--- src/rtl/acg_pkg.sv ---
package acg_pkg;
  localparam int unsigned ACG_NCH = 3;
  localparam int unsigned ACG_SETTLE_TICKS = 96;
  localparam int unsigned ACG_RSSI_W = 8;

  typedef enum logic [1:0] {
    PH_IDLE   = 2'd0,
    PH_SETTLE = 2'd1,
    PH_HELD   = 2'd2
  } acg_phase_e;
endpackage

--- src/rtl/acg_sync.sv ---
module acg_sync #(
  parameter int unsigned W = 3
) (
  input  logic         clk_i,
  input  logic         rst_ni,
  input  logic [W-1:0] d_i,
  output logic [W-1:0] q_o
);
  for (genvar g = 0; g < W; g++) begin : g_bit
    logic s1_q, s2_q;
    always_ff @(posedge clk_i or negedge rst_ni) begin
      if (!rst_ni) begin
        s1_q <= 1'b0;
        s2_q <= 1'b0;
      end else begin
        s1_q <= d_i[g];
        s2_q <= s1_q;
      end
    end
    assign q_o[g] = s2_q;
  end
endmodule

--- src/rtl/acg_settle_timer.sv ---
module acg_settle_timer
  import acg_pkg::*;
#(
  parameter int unsigned TICKS = ACG_SETTLE_TICKS
) (
  input  logic clk_i,
  input  logic rst_ni,
  input  logic restart_i,
  input  logic tick_i,
  input  logic en_i,
  output logic en_q_o,
  output logic sample_o
);
  localparam int unsigned CW = (TICKS < 2) ? 1 : $clog2(TICKS + 1);
  localparam logic [CW-1:0] LOAD = CW'(TICKS);
  localparam logic [CW-1:0] ONE  = CW'(1);

  acg_phase_e ph_q;
  logic [CW-1:0] cnt_q;
  logic en_q;

  // expiry: last tick of the settling window
  assign sample_o = !restart_i && (ph_q == PH_SETTLE) && tick_i && (cnt_q == ONE);
  assign en_q_o   = en_q;

  always_ff @(posedge clk_i or negedge rst_ni) begin
    if (!rst_ni) begin
      ph_q  <= PH_IDLE;
      cnt_q <= LOAD;
      en_q  <= 1'b0;
    end else if (restart_i) begin
      ph_q  <= PH_SETTLE;
      cnt_q <= LOAD;
      en_q  <= en_i;
    end else if (ph_q == PH_SETTLE && tick_i) begin
      cnt_q <= cnt_q - ONE;
      if (cnt_q == ONE) ph_q <= PH_HELD;
    end
  end
endmodule

--- src/rtl/acg_pass_mask.sv ---
module acg_pass_mask #(
  parameter int unsigned NCH = 3
) (
  input  logic           clk_i,
  input  logic           rst_ni,
  input  logic           restart_i,
  input  logic           sample_i,
  input  logic           en_i,
  input  logic [NCH-1:0] dem_i,
  output logic [NCH-1:0] mask_o
);
  logic [NCH-1:0] mask_q;

  always_ff @(posedge clk_i or negedge rst_ni) begin
    if (!rst_ni)                mask_q <= '1;
    else if (restart_i)         mask_q <= '1;
    else if (sample_i && en_i)  mask_q <= dem_i;
  end

  assign mask_o = mask_q;
endmodule

--- src/rtl/auto_chan_gate.sv ---
module auto_chan_gate
  import acg_pkg::*;
#(
  parameter int unsigned NCH          = ACG_NCH,
  parameter int unsigned SETTLE_TICKS = ACG_SETTLE_TICKS,
  parameter int unsigned RSSI_W       = ACG_RSSI_W
) (
  input  logic              clk_i,
  input  logic              rst_ni,
  input  logic              tick_i,
  input  logic              soft_rst_i,
  input  logic              inact_to_i,
  input  logic              auto_en_i,
  input  logic [NCH-1:0]    demod_i,
  input  logic [NCH-1:0]    carrier_i,
  input  logic [RSSI_W-1:0] rssi_i,
  output logic              data_o,
  output logic              carrier_o,
  output logic [RSSI_W-1:0] rssi_o,
  output logic [NCH-1:0]    status_o
);
  logic [NCH-1:0] dem_s;
  logic [NCH-1:0] gated;
  logic restart, smp_pulse, en_q;

  assign restart = soft_rst_i | inact_to_i;

  acg_sync #(.W(NCH)) i_sync (
    .clk_i(clk_i), .rst_ni(rst_ni), .d_i(demod_i), .q_o(dem_s)
  );

  acg_settle_timer #(.TICKS(SETTLE_TICKS)) i_tmr (
    .clk_i(clk_i), .rst_ni(rst_ni), .restart_i(restart), .tick_i(tick_i),
    .en_i(auto_en_i), .en_q_o(en_q), .sample_o(smp_pulse)
  );

  acg_pass_mask #(.NCH(NCH)) i_mask (
    .clk_i(clk_i), .rst_ni(rst_ni), .restart_i(restart), .sample_i(smp_pulse),
    .en_i(en_q), .dem_i(dem_s), .mask_o(status_o)
  );

  for (genvar g = 0; g < NCH; g++) begin : g_gate
    assign gated[g] = dem_s[g] & status_o[g];
  end

  assign data_o    = |gated;
  // non-data paths bypass the mask
  assign carrier_o = |carrier_i;
  assign rssi_o    = rssi_i;
endmodule

--- config.mk ---
export PLATFORM = sky130hd
export DESIGN_NAME = auto_chan_gate
export DESIGN_NICKNAME = d
export VERILOG_FILES = /design/src/rtl/acg_pkg.sv /design/src/rtl/acg_sync.sv /design/src/rtl/acg_settle_timer.sv /design/src/rtl/acg_pass_mask.sv /design/src/rtl/auto_chan_gate.sv
export SDC_FILE = /design/constraint.sdc
export NUM_CORES = 1
export LEC_CHECK = 0
export ABC_AREA = 1
export ABC_CLOCK_PERIOD_IN_PS = 1220
export BUFFER_PORTS_ARGS = -buffer_cell sky130_fd_sc_hd__buf_2
export CAP_MARGIN = 20
export CORE_MARGIN = 5
export CORE_UTILIZATION = 48
export CTS_CLUSTER_SIZE = 20
export DETAILED_ROUTE_END_ITERATION = 10
export PLACE_DENSITY = 0.82
export SLEW_MARGIN = 20
export SYNTH_ARGS = -nofsm -noshare
export SYNTH_HDL_FRONTEND = slang
export SYNTH_SLANG_ARGS = --single-unit
--- constraint.sdc ---
create_clock -name clk_i -period 1.22 [get_ports clk_i]
set_input_delay 0.061 -clock clk_i [delete_from_list [all_inputs] [get_ports clk_i]]
set_output_delay 0.061 -clock clk_i [all_outputs]
set_load 0.01 [all_outputs]
==> results.ini <==
[timing]
slew_headroom_pct = 72.5
period_minus_slack_ns = 1.18
whs_ns = 0.00373
slew_violations = 0
worst_pin_slew_ns = 0.413
hold_viol = 0
fin_skew_ns = 0.00495
rsz0062_at_grt = true
setup_viol = 0
fmax_mhz = 848
tns_ns = 0
fin_crit_sh_pct = 96.7

[synth]
synth_top_family_by_area = simple AND/OR/NAND/NOR gates
yosys.area_share.simple_pct = 29.8
synthTopCellsByArea = dfrtp_1, dfstp_2, nand2_1
netlist_area_um2 = 956
synth_fp_nets = 127
yosysSeqAreaShare_pct = 50.4
synth_largest_area_cell = dfrtp_1
synthMuxAreaShare_pct = 0
yosysWarnings = 0
synth.avg_cell_area_um2 = 9.10
synthDistinctLibCells = 21
ys_ff_latch = 19
synth_compound_area_share_pct = 5.76
synth_fa_ha_area_share_pct = 2.62
syn_inst = 105
yosys.area_share.xor_xnor_pct = 0
synth_top_area_share_pct = 36.6

[global_route]
grt_pass1_vias = 671
antenna_found_initial = 0
grt_use_total_pct = 14.0
gr-total-overflow = 0
grt_pass1_wl_um = 2930
grt_start_max_net_pins = 20

[placement]
hpwl_um = 1300
gp_congestion = 0.759
port_buffers = 16

[floorplanning]
io_pins = 33
die-area_um2 = 2980
coreArea_um2 = 1920
chipWidth_um = 54.6
start_util_pct = 49.7
die_height_um = 54.6
row_count = 16

[setup_path]
cp.required_ns = 1.41
crit_family = flip-flops
crit_buf_inv = 2
crit_fanout = 5
start_kind = register
cp-end-kind = register
cp_common_cell = inv_2
crit_slowest_cell = dfrtp_1
worstPathCellList = inv_2, ha_1, inv_2, nor2_4, nand3_2, nand2_1, nor2_1
path_class = register to register
worstPathArrival_ns = 1.37
slowest_delay_ns = 0.43

[clock_network]
cts_buffer_depth = 2
cts_tree = built
cts_buffers = 3
clkTransAtPathRegs_ns = 0.10
cts_root_buffer = clkbuf_4
clkLatencyLatePin_ns = 0.29
cts_max_level = 1
cts_sinks = 19

[min_path]
hold_path_class = input port to register

[detailed_routing]
via_count = 760
routed_wl_um = 1830
wl_per_cell_um = 11.7
postRouteAntennaNets = 0
met1Wirelength_um = 751
highest_layer = met4
first_iter_violations = 14
dr.pass1.iters = 4
drc = 0
via_per_inst = 4.87
routed-wl-met2_um = 905
route.met3.wl_um = 105

[status]
status = finished, final reports clean

[pwr]
p_leak_uw = 0.000560
power_density_nw_per_um2 = 1030
vdd_drop_max_v = 0.000721

[layout]
fill_cells = 149
final_util_pct = 62.4
drive_gt1_share_pct = 45.0
fin_nets = 152
layout-area-overhead-vs-synth_pct = 25.5
seqCellArea_um2 = 483
multi_input_area_um2 = 423
n_antenna_cell = 0

[run]
timing.max_cap.violations = 0

worst register-to-register path: cells and delay by family, from the launching register on:
family                   cells  cell delay (ns)
AND/OR/NAND/NOR              4             0.34
flip-flops                   1             0.43
adder cells (fa/ha/maj)      1             0.16
buffers and inverters        2             0.15
synth_stat cells:
| cell | number |
|---|---|
| nand2_1 | 19 |
| dfrtp_1 | 14 |
| nand3_1 | 14 |
| buf_4 | 9 |
| inv_1 | 9 |
| nor2_1 | 7 |
| dfstp_2 | 5 |
| nor2_2 | 4 |
| o21ai_0 | 4 |
| nor2_4 | 3 |
| or2_1 | 3 |
| a21oi_1 | 2 |
| ha_1 | 2 |
| inv_2 | 2 |
| nor3_1 | 2 |
| a211oi_1 | 1 |
| a21oi_2 | 1 |
| nand2_2 | 1 |
| nand3_4 | 1 |
| o21ai_2 | 1 |
| or3_1 | 1 |
flip-flops by register name (all words and copies together), names as in the netlist:
signal,count
i_tmr.ph_q,2
i_tmr.cnt_q,7
i_mask.mask_o,3
i_sync.g_bit.s1_q,3
i_sync.g_bit.s2_q,3
i_tmr.en_q_o,1
logic make-up (layout without fill, tap and decap cells):
kind of cell	after synthesis	in the layout
simple gates	55	55
buf+inv	20	44
flops	19	19
compound gates	9	9
fa+ha+maj	2	2
power breakdown:
| group | leakage (uW) | switching (uW) | internal, uW |
|---|---|---|---|
| Combinational | 0.000322 | 122 | 105 |
| Sequential | 0.000223 | 27.2 | 674 |
| Clock | 0.0000150 | 182 | 127 |
what timing repair did:
item / in CTS / in global routing
setup buffers: 0 / 6
gates resized for setup: 0 / 19
setup endpoints to repair: 0 / 8
hold buffers: 6 / 0
hold endpoints to repair: 24 / 0
worst paths after layout:
path,from,to,slack [ns],cells after the start
worst max-delay path,i_tmr.cnt_q[0],i_tmr.cnt_q[4],0.04,7
worst min-delay path,inact_to_i,i_tmr.ph_q[0],0.004,3
worst max register to register,i_tmr.cnt_q[0],i_tmr.cnt_q[4],0.04,7
worst min register to register,i_sync.g_bit[0].s1_q,i_sync.g_bit[0].s2_q,0.36,0
max in group asynchronous,rst_ni,i_tmr.cnt_q[6],0.68,2
min in group asynchronous,rst_ni,i_tmr.ph_q[1],0.22,2
placed cells by master, fill, tap and decap left out, types with 2 or more instances in the layout:
cell type / instances
nand2_1: 16
buf_2: 16
dfrtp_1: 13
nand3_1: 10
buf_4: 7
inv_2: 6
nor2_4: 6
nor2_1: 6
dlygate4sd3_1: 6
inv_1: 5
dfstp_2: 5
nand2_2: 4
nand3_2: 4
o21ai_0: 3
or2_1: 3
clkbuf_4: 3
a21oi_1: 2
nor3_1: 2
nor2_2: 2
layout make-up:
type / instances / share of cell area (%)
well taps: 27 / 2.82
flip-flops and latches: 19 / 40.3
repair buffers: 29 / 16.1
clock buffers: 4 / 2.19
inverters: 11 / 3.44
multi-input cells: 66 / 35.2
through the flow:
| step | total power [uW] | instance area, um2 | worst slack [ns] | std cells |
|---|---|---|---|---|
| final | 1240 | 1200 | 0.0405 | 156 |
| after global routing | 1300 | 1200 | -0.0566 | 156 |
| after CTS | 1200 | 1100 | 0.0253 | 150 |
| after detailed placement | 883 | 1010 | 0.0461 | 140 |
| after floorplan | 839 | 956 | 0.170 | 105 |
| after global placement | 875 | 1010 | 0.104 | 140 |
metal layers:
| metal | global-route usage, % | up-vias |
|---|---|---|
| met5 | 0 | - |
| met1 | 17.3 | 345 |
| li1 | - | 377 |
| met4 | 9.96 | 0 |
| met2 | 22.0 | 25 |
| met3 | 1.91 | 13 |
(Power assumes the default switching activity.)
